[src/rtl/cwr_pkg.sv]
package cwr_pkg;
    localparam int WORD_W = 24;
    localparam int DIV_W  = 14;
    localparam int NBIT   = 3;
    localparam int NTEST  = 3;

    typedef enum logic [1:0] {
        ST_IDLE   = 2'd0,
        ST_SHIFT  = 2'd1,
        ST_COMMIT = 2'd2
    } rx_state_e;

    typedef enum logic [1:0] {
        OM_STATUS = 2'b00,
        OM_TEST1  = 2'b01,
        OM_TEST2  = 2'b10,
        OM_TEST3  = 2'b11
    } out_mode_e;

    // Field order follows shift order: the first bit shifted lands in the MSB.
    typedef struct packed {
        logic [DIV_W-1:0] div_code;
        logic             premix10;
        logic [1:0]       ref_sel;
        logic             prod_test;
        logic             timer_req;
        out_mode_e        mode;
        logic [NBIT-1:0]  status;
    } ctl_word_t;
endpackage

[src/rtl/serial_sync.sv]
module serial_sync #(
    parameter int W      = 3,
    parameter int STAGES = 2
) (
    input  logic         clk,
    input  logic         rst_n,
    input  logic [W-1:0] din,
    output logic [W-1:0] dout
);
    for (genvar g = 0; g < W; g++) begin : g_line
        logic [STAGES-1:0] chain;
        always_ff @(posedge clk or negedge rst_n) begin
            if (!rst_n) chain <= '0;
            else        chain <= {chain[STAGES-2:0], din[g]};
        end
        assign dout[g] = chain[STAGES-1];
    end
endmodule

[src/rtl/shift_ctrl.sv]
module shift_ctrl
    import cwr_pkg::*;
#(
    parameter int W = WORD_W
) (
    input  logic         clk,
    input  logic         rst_n,
    input  logic         sclk_s,
    input  logic         en_s,
    input  logic         dat_s,
    output logic [W-1:0] shreg,
    output logic         commit
);
    rx_state_e state, state_nx;
    logic      sclk_q;
    logic      sclk_rise;

    assign sclk_rise = sclk_s & ~sclk_q;

    always_ff @(posedge clk or negedge rst_n) begin
        if (!rst_n) state <= ST_IDLE;
        else        state <= state_nx;
    end

    always_comb begin
        state_nx = state;
        unique case (state)
            ST_IDLE:   if (en_s)  state_nx = ST_SHIFT;
            ST_SHIFT:  if (!en_s) state_nx = ST_COMMIT;
            ST_COMMIT: state_nx = en_s ? ST_SHIFT : ST_IDLE;
            default:   state_nx = ST_IDLE;
        endcase
    end

    always_comb begin
        commit = (state == ST_COMMIT);
    end

    always_ff @(posedge clk or negedge rst_n) begin
        if (!rst_n) begin
            sclk_q <= 1'b0;
            shreg  <= '0;
        end else begin
            sclk_q <= sclk_s;
            if (en_s && sclk_rise) shreg <= {shreg[W-2:0], dat_s};
        end
    end

    // a qualified edge moves the register up by one and appends the data bit
    a_r1_shift_in: assert property (@(posedge clk) disable iff (!rst_n)
        (en_s && sclk_rise) |=> (shreg[0] == $past(dat_s)) && (shreg[W-1:1] == $past(shreg[W-2:0])));

    // no enable, no movement
    a_r1_hold_idle: assert property (@(posedge clk) disable iff (!rst_n)
        !en_s |=> $stable(shreg));

    // the end of a frame always produces a commit strobe
    a_r2_commit_after_fall: assert property (@(posedge clk) disable iff (!rst_n)
        $fell(en_s) |=> commit);

    // the commit strobe lasts a single cycle
    a_r2_commit_pulse: assert property (@(posedge clk) disable iff (!rst_n)
        commit |=> !commit);
endmodule

[src/rtl/word_latch.sv]
module word_latch
    import cwr_pkg::*;
(
    input  logic              clk,
    input  logic              rst_n,
    input  logic              load,
    input  logic [WORD_W-1:0] shreg,
    output ctl_word_t         word_q
);
    always_ff @(posedge clk or negedge rst_n) begin
        if (!rst_n)    word_q <= '0;
        else if (load) word_q <= ctl_word_t'(shreg);
    end

    // configuration is untouched between commits
    a_r2_hold: assert property (@(posedge clk) disable iff (!rst_n)
        !load |=> $stable(word_q));

    // a commit copies whatever the shift register held
    a_r11_load: assert property (@(posedge clk) disable iff (!rst_n)
        load |=> (word_q == $past(shreg)));
endmodule

[src/rtl/bit_mux.sv]
module bit_mux
    import cwr_pkg::*;
(
    input  out_mode_e              mode,
    input  logic [NBIT-1:0]        status,
    input  logic [NBIT*NTEST-1:0]  test_nodes,
    output logic [NBIT-1:0]        bit_out
);
    logic [NBIT-1:0] grp [NTEST];

    for (genvar g = 0; g < NTEST; g++) begin : g_grp
        assign grp[g] = test_nodes[g*NBIT +: NBIT];
    end

    always_comb begin
        bit_out = status;
        unique case (mode)
            OM_STATUS: bit_out = status;
            OM_TEST1:  bit_out = grp[0];
            OM_TEST2:  bit_out = grp[1];
            OM_TEST3:  bit_out = grp[2];
            default:   bit_out = status;
        endcase
    end
endmodule

[src/rtl/ctl_word_rx.sv]
module ctl_word_rx
    import cwr_pkg::*;
(
    input  logic                    clk,
    input  logic                    rst_n,
    input  logic                    ser_clk,
    input  logic                    ser_data,
    input  logic                    ser_en,
    input  logic [NBIT*NTEST-1:0]   test_nodes,
    output logic [DIV_W-1:0]        div_code,
    output logic                    premix_div10,
    output logic [1:0]              ref_sel,
    output logic                    prod_test,
    output logic                    timer_req,
    output logic [1:0]              out_mode,
    output logic [NBIT-1:0]         bit_out
);
    logic [2:0]        sync_q;
    logic [WORD_W-1:0] shreg;
    logic              commit;
    ctl_word_t         word_q;

    serial_sync #(.W(3), .STAGES(2)) u_sync (
        .clk  (clk),
        .rst_n(rst_n),
        .din  ({ser_clk, ser_en, ser_data}),
        .dout (sync_q)
    );

    shift_ctrl #(.W(WORD_W)) u_shift (
        .clk   (clk),
        .rst_n (rst_n),
        .sclk_s(sync_q[2]),
        .en_s  (sync_q[1]),
        .dat_s (sync_q[0]),
        .shreg (shreg),
        .commit(commit)
    );

    word_latch u_latch (
        .clk   (clk),
        .rst_n (rst_n),
        .load  (commit),
        .shreg (shreg),
        .word_q(word_q)
    );

    bit_mux u_mux (
        .mode      (word_q.mode),
        .status    (word_q.status),
        .test_nodes(test_nodes),
        .bit_out   (bit_out)
    );

    assign div_code     = word_q.div_code;
    assign premix_div10 = word_q.premix10;
    assign ref_sel      = word_q.ref_sel;
    assign prod_test    = word_q.prod_test;
    assign timer_req    = word_q.timer_req;
    assign out_mode     = word_q.mode;

    // an enable high seen at the pins holds the configuration three cycles later
    a_r2_pins_stable: assert property (@(posedge clk) disable iff (!rst_n)
        (sync_q[1] && $past(sync_q[1])) |=> $stable({div_code, premix_div10, ref_sel, prod_test, timer_req, out_mode}));
endmodule

[config.mk]
export PLATFORM = sky130hd
export DESIGN_NAME = ctl_word_rx
export DESIGN_NICKNAME = d
export VERILOG_FILES = /design/src/rtl/cwr_pkg.sv /design/src/rtl/serial_sync.sv /design/src/rtl/shift_ctrl.sv /design/src/rtl/word_latch.sv /design/src/rtl/bit_mux.sv /design/src/rtl/ctl_word_rx.sv
export SDC_FILE = /design/constraint.sdc
export NUM_CORES = 1
export LEC_CHECK = 0
export BUFFER_PORTS_ARGS = -buffer_cell sky130_fd_sc_hd__buf_4
export CAP_MARGIN = 20
export CORE_ASPECT_RATIO = 0.7
export CORE_MARGIN = 2
export CORE_UTILIZATION = 45
export DETAILED_ROUTE_END_ITERATION = 16
export GPL_TIMING_DRIVEN = 0
export PLACE_DENSITY_LB_ADDON = 0.1
export SYNTH_ARGS = -nofsm -noshare
export SYNTH_HDL_FRONTEND = slang
export SYNTH_SLANG_ARGS = --single-unit
export TNS_END_PERCENT = 1
[constraint.sdc]
create_clock -name clk -period 2.89 [get_ports clk]
set_clock_uncertainty 0.15 [all_clocks]
set_input_delay 0.289 -clock clk [delete_from_list [all_inputs] [get_ports clk]]
set_output_delay 0.289 -clock clk [all_outputs]
set_load 0.1 [all_outputs]
==> After elaboration in Yosys (flattened, before gate mapping) <==
Cells that the tools add are included.
Widths: inputs -> output; s select.
{ "word_totals": {"mem_count": 0, "in_bits": 14, "latch_bits": 0, "romBits": 0, "ramBits": 0, "wordCells": 31, "regBits": 57, "output_inout_bits": 24} }
{ "classes": {"addsub": 0, "reduce_logical": 4, "n_mul": 0, "muxes": 5, "magnitude_cmp": 0, "shifts": 0, "n_div": 0, "bitwise": 2, "n_eq_ne": 7} }
{ "ops": {"columns": ["op", "n"], "rows": [
  ["$pmux 3 s4", 1],
  ["$eq 2x2->1 const B", 3],
  ["$pmux 2 s3", 1],
  ["$eq 2x1->1 const B", 2],
  ["$logic_not 2->1", 2],
  ["$mux 2", 2],
  ["$ne 2x2->1 const B", 2],
  ["$reduce_and 2->1", 1],
  ["$and 1x1->1", 1],
  ["$logic_and 1x1->1", 1],
  ["$mux 1", 1],
  ["$not 1->1", 1]
]} }

==> Longest topological paths before layout <==
Gate-level depths: netlist (run 1).
{ "depth": {"ltp_word": 3, "depth_mapped": 4, "ltp_nobuf": 2} }

==> By module <==
From an unflattened synthesis (run 1), not the netlist that was laid out.
{ "hier_totals": {"cells_unflattened": 120, "area_unflattened_um2": 2333.5} }
{ "modules_own_cells": {"columns": ["module", "seq_area_each_um2", "area_each_um2", "n_inst", "cells_per_inst"], "rows": [
  ["shift_ctrl", 675.6, 1084.8, 1, 57],
  ["word_latch", 600.6, 997.2, 1, 51],
  ["serial_sync", 150.1, 172.7, 1, 9],
  ["bit_mux", 0.0, 78.8, 1, 3]
]} }

==> Worst setup path before layout (run 1) <==
Ideal clock, no wire load.
{ "synth_timing": {"kind": "flip-flop to output port", "start": "register u_latch.word_q[3] (netlist name)", "end": "output bit_out[0]", "n_path_buf": 0, "required_ps": 2451, "t_arrival_ps": 1209, "stages_incl_launch_ff": 2, "path_slack_ps": 1242, "path_cell_list": "dfrtp_1 -> mux4_2"} }
{ "synth_via": {"elab_chain_len": 2, "word_cells_on_any_way": 5, "classes_between": "3 x eq/ne; 1 x mux; 1 x reduce/logical"} }
{ "synth_rtl": {"columns": ["element", "line_no", "rtl"], "rows": [
  ["$eq 2x2->1 (tied with other cells)", "bit_mux.sv:17", "unique case (mode)"],
  ["$pmux 3 s4 (*)", "bit_mux.sv:17", null],
  ["end, declared", "ctl_word_rx.sv:16", "output logic [NBIT-1:0] bit_out"]
]} }
Mark *: on every way between the ends. The rest lies on a longest branch, timed or not.

==> Final worst setup path (run 1) <==
{ "layout_timing": {"start": "register u_latch.word_q[3] (netlist name)", "end": "output bit_out[1]"} }
{ "layout_via": {"elab_chain_len": 2, "word_cells_on_any_way": 5, "classes_between": "3 x eq/ne; 1 x mux; 1 x reduce/logical"} }
{ "layout_rtl": {"columns": ["element", "line_no"], "rows": [
  ["$eq 2x2->1 (tied with other cells)", "bit_mux.sv:17"],
  ["$pmux 3 s4 (*)", "bit_mux.sv:17"]
]} }
Marks and branches as above.

==> results of run 1 <==
[worst paths after layout]
check / startpoint / endpoint / slack (ns) / cells past startpoint
worst max-delay path: u_latch.word_q[3] / bit_out[1] / 0.90 / 2
worst min-delay path: u_sync.g_line[1].chain[0] / u_sync.g_line[1].chain[1] / 0.20 / 0
worst max register to register: u_shift.state[0] / u_latch.word_q[17] / 1.47 / 4
worst min register to register: u_sync.g_line[1].chain[0] / u_sync.g_line[1].chain[1] / 0.20 / 0
max in group asynchronous: rst_n / u_shift.shreg[22] / 1.73 / 2
min in group asynchronous: rst_n / u_latch.word_q[3] / 0.40 / 2
[worst max-delay path: stages, from the launching register on]
cell and delay [ns]:
dfrtp_1 0.45, mux4_2 0.53, buf_4 0.25
[registers in the layout, summed over array words and instances, names as in the netlist]
signal	flops
u_shift.state	2
u_latch.word_q	24
u_sync.g_line.chain	6
u_shift.sclk_q	1
u_shift.shreg	24
[metrics by stage]
| step | utilization (%) | power [mW] | std cells | setup slack, ns | cell area [sq um] |
|---|---|---|---|---|---|
| after floorplan | - | 1.71 | 135 | 1.24 | 2430 |
| after global routing | 58.4 | 2.76 | 264 | 0.809 | 3050 |
| after detailed placement | 53.6 | 1.88 | 244 | 1.23 | 2800 |
| after CTS | 58.4 | 2.69 | 264 | 0.863 | 3050 |
| after global placement | 53.6 | 1.87 | 244 | 1.24 | 2800 |
| final | 58.4 | 2.65 | 264 | 0.905 | 3050 |
[area by class of cell]
cell class                 instances  area (sq um)
buffer                            23           209
clock buffer                      10           128
clock inverter                     6          82.6
fill                             416          2180
multi-input combinational         55           800
sequential                        57          1430
tap                               72          90.1
timing repair buffer              41           318
[logic make-up after synthesis]
group / Yosys count / share of synthesized area [%]
flops: 57 / 58.6
mux: 51 / 31.1
buf+inv: 23 / 8.58
simple gates: 3 / 1.39
compound gates: 1 / 0.308
[cell usage after synthesis (all sizes together)]
library cell | number | share of area, %
dfrtp | 57 | 59
mux2 | 48 | 28
buf | 23 | 8.6
mux4 | 3 | 2.8
a21boi | 1 | 0.31
nand2b | 1 | 0.26
nand3b | 1 | 0.82
nor3b | 1 | 0.31
[metal layers]
layer | global-route usage (%) | routed length (um)
met5 | 0 | 0
met4 | 6.16 | 38
met3 | 6.54 | 212
met2 | 19.3 | 1640
met1 | 18.9 | 1790
[power breakdown]
group	leakage [nW]	internal [mW]	switching (mW)
Clock	0.106	0.481	0.307
Combinational	0.792	0.302	0.556
Sequential	0.755	0.909	0.0922
Total	1.65	1.69	0.956
==> impl_metrics.csv, run 1 <==
group,metric,value,unit
finish,drive_above_1_share,66.1,%
timing,finalHoldViolations,0,
yosys,synth_area,2430,sq um
yosys,synth_cell_type_count,11,
finish,num-nets-final,201,
finish,antennaDiodeCount,0,
clocking,cts_buffers,9,
power_and_ir_drop,ir_drop,0.000802,V
clocking,cts_buffer_depth,2,
drt,routed_wl,3680,um
clocking,clock-sinks,57,
drt,drcViolationCount,0,
drt,via_count,1184,
grt,grt_pass1_vias,1218,
yosys,synthCells,135,
floorplanning,die_width,91.9,um
clocking,worstSkewPairLatency,0.33,ns
grt,grt_overflow,0,
critical_path,cp-end-kind,"output pin",
clocking,cts_resized,0,
status,status,"finished, final reports clean",
critical_path,worstPathArrival,1.55,ns
floorplanning,fp.dieH,65.5,um
timing,tightest_slew,0.690,ns
timing,setup_tns,0,ns
timing,period_minus_slack,1.99,ns
finish,area_growth,25.4,%
yosys,synth_seq_cells,57,
timing,max_slew_margin,54.0,%
floorplanning,start_util,46.6,%
critical_path,cp_max_fo,5,
clocking,cts_hold_buf,4,
drt,first_pass_iters,4,
critical_path,required,2.45,ns
grt,grt_pass1_wl,6140,um
yosys,syn_area_per_cell,18.0,sq um
timing,hold_ws,0.200,ns
yosys,yosysWarnings,0,
timing,post-route-period-util,68.7,%
floorplanning,rows,22,
critical_path,crit_path_start_kind,"flip-flop",
finish,final_cell_mix,"57 x dfrtp_1, 55 x buf_4, 40 x mux2_4, 9 x clkbuf_8, 8 x mux2_2",
clocking,cts_setup_buffers,0,
grt,antenna_found_initial,0,
placement,routabilityCongestion,0.666,
drt,drtAntennaViolNets,0,
clocking,htree_levels,3,
clocking,clk_pin_slew,0.06,ns
drt,via_per_inst,4.48,
clocking,root_buffer,"clkbuf_8",
critical_path,critPathKind,"reg -> out",
grt,grt_util_all_layers,14.0,%
power_and_ir_drop,power_density,867,nW/um^2
floorplanning,core-area,5230,sq um
yosys,synth_nets,149,
drt,wl_per_cell,13.9,um
yosys,ys_seq_area_share,58.6,%
timing,rsz0062_at_grt,"no",
min_path,hp-class,"reg -> reg",
floorplanning,die_area,6020,sq um
timing,setup_violations,0,
placement,dp_hpwl,2330,um
timing,max_freq,504,MHz
power_and_ir_drop,power_leakage,1.65,nW
finish,layout.cells.most_common,"dfrtp_1",
placement,portBuffers,37,
job,max-cap-violations,0,
grt,grt_max_degree,58,
floorplanning,io_pins,38,
timing,slew_violations,0,
drt,drt_iter0_drc,15,
clocking,cts_tree,"yes",
No activity file was read; power rests on OpenSTA's default activity.
==> run 2, diff against run 1 <==
==> constraint.sdc (replaced) <==
create_clock -name clk -period 1.7 [get_ports clk]
set_clock_uncertainty 0.15 [all_clocks]
set_input_delay 0.17 -clock clk [delete_from_list [all_inputs] [get_ports clk]]
set_output_delay 0.17 -clock clk [all_outputs]
set_load 0.1 [all_outputs]
==> run 2 against run 1 <==
- the run now ends with setup timing left
- wire length rose by 0.73%
- clock power rose by 70%
- die area did not move
- critical endpoint unchanged
- setup slack got worse by 0.96 ns
- non-clock buffer count rose by 2
- count of clock-buffer cells in the layout did not move
- critical path depth did not move
- register-to-register slack got worse by 1.2 ns
==> impl_metrics.csv, run 2 (synthesized netlist as in run 1, its figures left out) <==
group,metric,value,unit
critical_path,cp-end-kind,"output pin",
critical_path,reg2reg_depth,4,
finish,drive_above_1_share,67.5,%
clocking,cts_buffer_depth,2,
job,max-cap-violations,0,
finish,num-nets-final,203,
drt,drcViolationCount,0,
timing,slew_violations,0,
finish,antennaDiodeCount,0,
drt,wl_per_cell,13.9,um
critical_path,slowest_delay,0.51,ns
timing,setup_violations,3,
finish,area_growth,26.6,%
drt,first_pass_iters,4,
power_and_ir_drop,p_sw,1.64,mW
floorplanning,die_area,6020,sq um
timing,hold_ws,0.198,ns
floorplanning,start_util,46.6,%
finish,layout.cells.most_common,"dfrtp_1",
timing,period_minus_slack,1.75,ns
drt,drt_iter0_drc,10,
drt,via_per_inst,4.47,
grt,antenna_found_initial,0,
critical_path,crit_buf_inv,1,
status,violations,"setup timing",
grt,grt_pass1_wl,6240,um
power_and_ir_drop,seqPwrFrac,36.9,%
placement,dp.cells,244,
finish,final_cell_mix,"55 x dfrtp_1, 54 x buf_4, 40 x mux2_4, 9 x clkbuf_8, 8 x mux2_2",
clocking,htree_levels,3,
clocking,cts_buffers,9,
drt,routed_wl,3710,um
power_and_ir_drop,power_leakage,1.66,nW
critical_path,critical_path_depth,2,
clocking,root_buffer,"clkbuf_8",
placement,routabilityCongestion,0.666,
timing,tightest_slew,0.690,ns
critical_path,path_delay_family,"multiplexers",
drt,via_count,1190,
timing,post-route-period-util,103,%
timing,max_slew_margin,54.0,%
timing,finalHoldViolations,0,
grt,grt_max_degree,58,
clocking,clock-sinks,57,
power_and_ir_drop,ir_drop,0.00143,V
finish,fin_cells,266,
critical_path,worstPathArrival,1.43,ns
critical_path,cp_max_fo,3,
grt,grt_overflow,0,
floorplanning,io_pins,38,
min_path,hp-class,"reg -> reg",
critical_path,critPathKind,"reg -> out",
timing,max_freq,571,MHz
floorplanning,fp.dieH,65.5,um
placement,dp_slack,0.162,ns
floorplanning,core-area,5230,sq um
min_path,holdPathStages,0,
timing,rsz0062_at_grt,"yes",
clocking,cts_tree,"yes",
finish,fill_cells,414,
clocking,worstSkewPairLatency,0.33,ns
critical_path,crit_slowest_cell,"mux4_2",
power_and_ir_drop,cellInternalPower,2.94,mW
floorplanning,rows,22,
status,status,"finished with violations",
power_and_ir_drop,comb_power_share,33.9,%
timing,finalWorstSetupSlack,-0.0519,ns
finish,reg_top3,"u_latch.word_q x24, u_shift.shreg x24, u_sync.g_line.chain x6",
critical_path,crit_path_start_kind,"flip-flop",
power_and_ir_drop,power_density,1490,nW/um^2
floorplanning,die_width,91.9,um
power_and_ir_drop,power.total,4.58,mW
drt,drtAntennaViolNets,0,
critical_path,cp_cell_sequence,"mux4_2, buf_6",
power_and_ir_drop,switching_share,35.8,%
critical_path,required,1.38,ns
grt,grt_pass1_vias,1247,
placement,portBuffers,37,
clocking,clk_pin_slew,0.06,ns
grt,grt_util_all_layers,14.2,%
power_and_ir_drop,clkPwrFrac,29.2,%
placement,dp_hpwl,2330,um
==> run 2: area by class of cell <==
class / count / area [sq um] / area share, %
Sequential cell: 57 / 1430 / 46.4
Multi-Input combinational cell: 55 / 800 / 25.9
Timing Repair Buffer: 43 / 344 / 11.2
Buffer: 23 / 209 / 6.78
Clock buffer: 10 / 128 / 4.14
Tap cell: 72 / 90.1 / 2.92
Clock inverter: 6 / 82.6 / 2.68
==> run 2: repair_timing <==
item,CTS,global route
gates resized for setup,5,0
endpoints found under the hold margin,60,0
buffers inserted,2,0
hold buffers,4,0
setup endpoints to repair,3,3
pin swaps,0,0
==> run 2: power groups by stage <==
stage,sequential (mW),combinational [mW],clock (mW)
after global routing,1.73,1.61,1.45
after CTS,1.70,1.57,1.39
after global placement,1.72,1.45,0
final,1.69,1.55,1.34
after detailed placement,1.73,1.46,0
after floorplan,1.84,1.06,0
==> run 2: worst paths after layout <==
check,startpoint,endpoint,slack (ns)
worst min-delay path,u_sync.g_line[0].chain[0],u_sync.g_line[0].chain[1],0.20
min in group asynchronous,rst_n,u_latch.word_q[3],0.29
worst max-delay path,u_latch.word_q[3],bit_out[1],-0.05
worst max register to register,u_shift.state[0],u_latch.word_q[17],0.28
worst min register to register,u_sync.g_line[0].chain[0],u_sync.g_line[0].chain[1],0.20
max in group asynchronous,rst_n,u_latch.word_q[4],0.63
==> run 2: layer usage <==
metal / part of all wire, % / vias to the layer above / GRT usage [%]
met5: 0 / - / 0
met4: 1.0 / 0 / 6.16
met3: 5.6 / 5 / 6.54
met2: 45 / 32 / 19.6
met1: 49 / 596 / 19.3
li1: - / 557 / -
==> run 2: through the flow <==
| step | utilization (%) | area, sq um | TNS, ns |
|---|---|---|---|
| detailed placement | 53.6 | 2800 | 0 |
| global placement | 53.6 | 2800 | 0 |
| floorplan | - | 2430 | 0 |
| finish | 58.9 | 3080 | -0.121 |
| global route | 58.9 | 3080 | -0.330 |
| CTS | 58.9 | 3080 | -0.218 |
==> run 2: worst register-to-register path: stages (launching register included) <==
cell,delay (ns)
dfrtp_1,0.38
nand2b_1,0.17
buf_6,0.15
buf_12,0.16
mux2_4,0.29
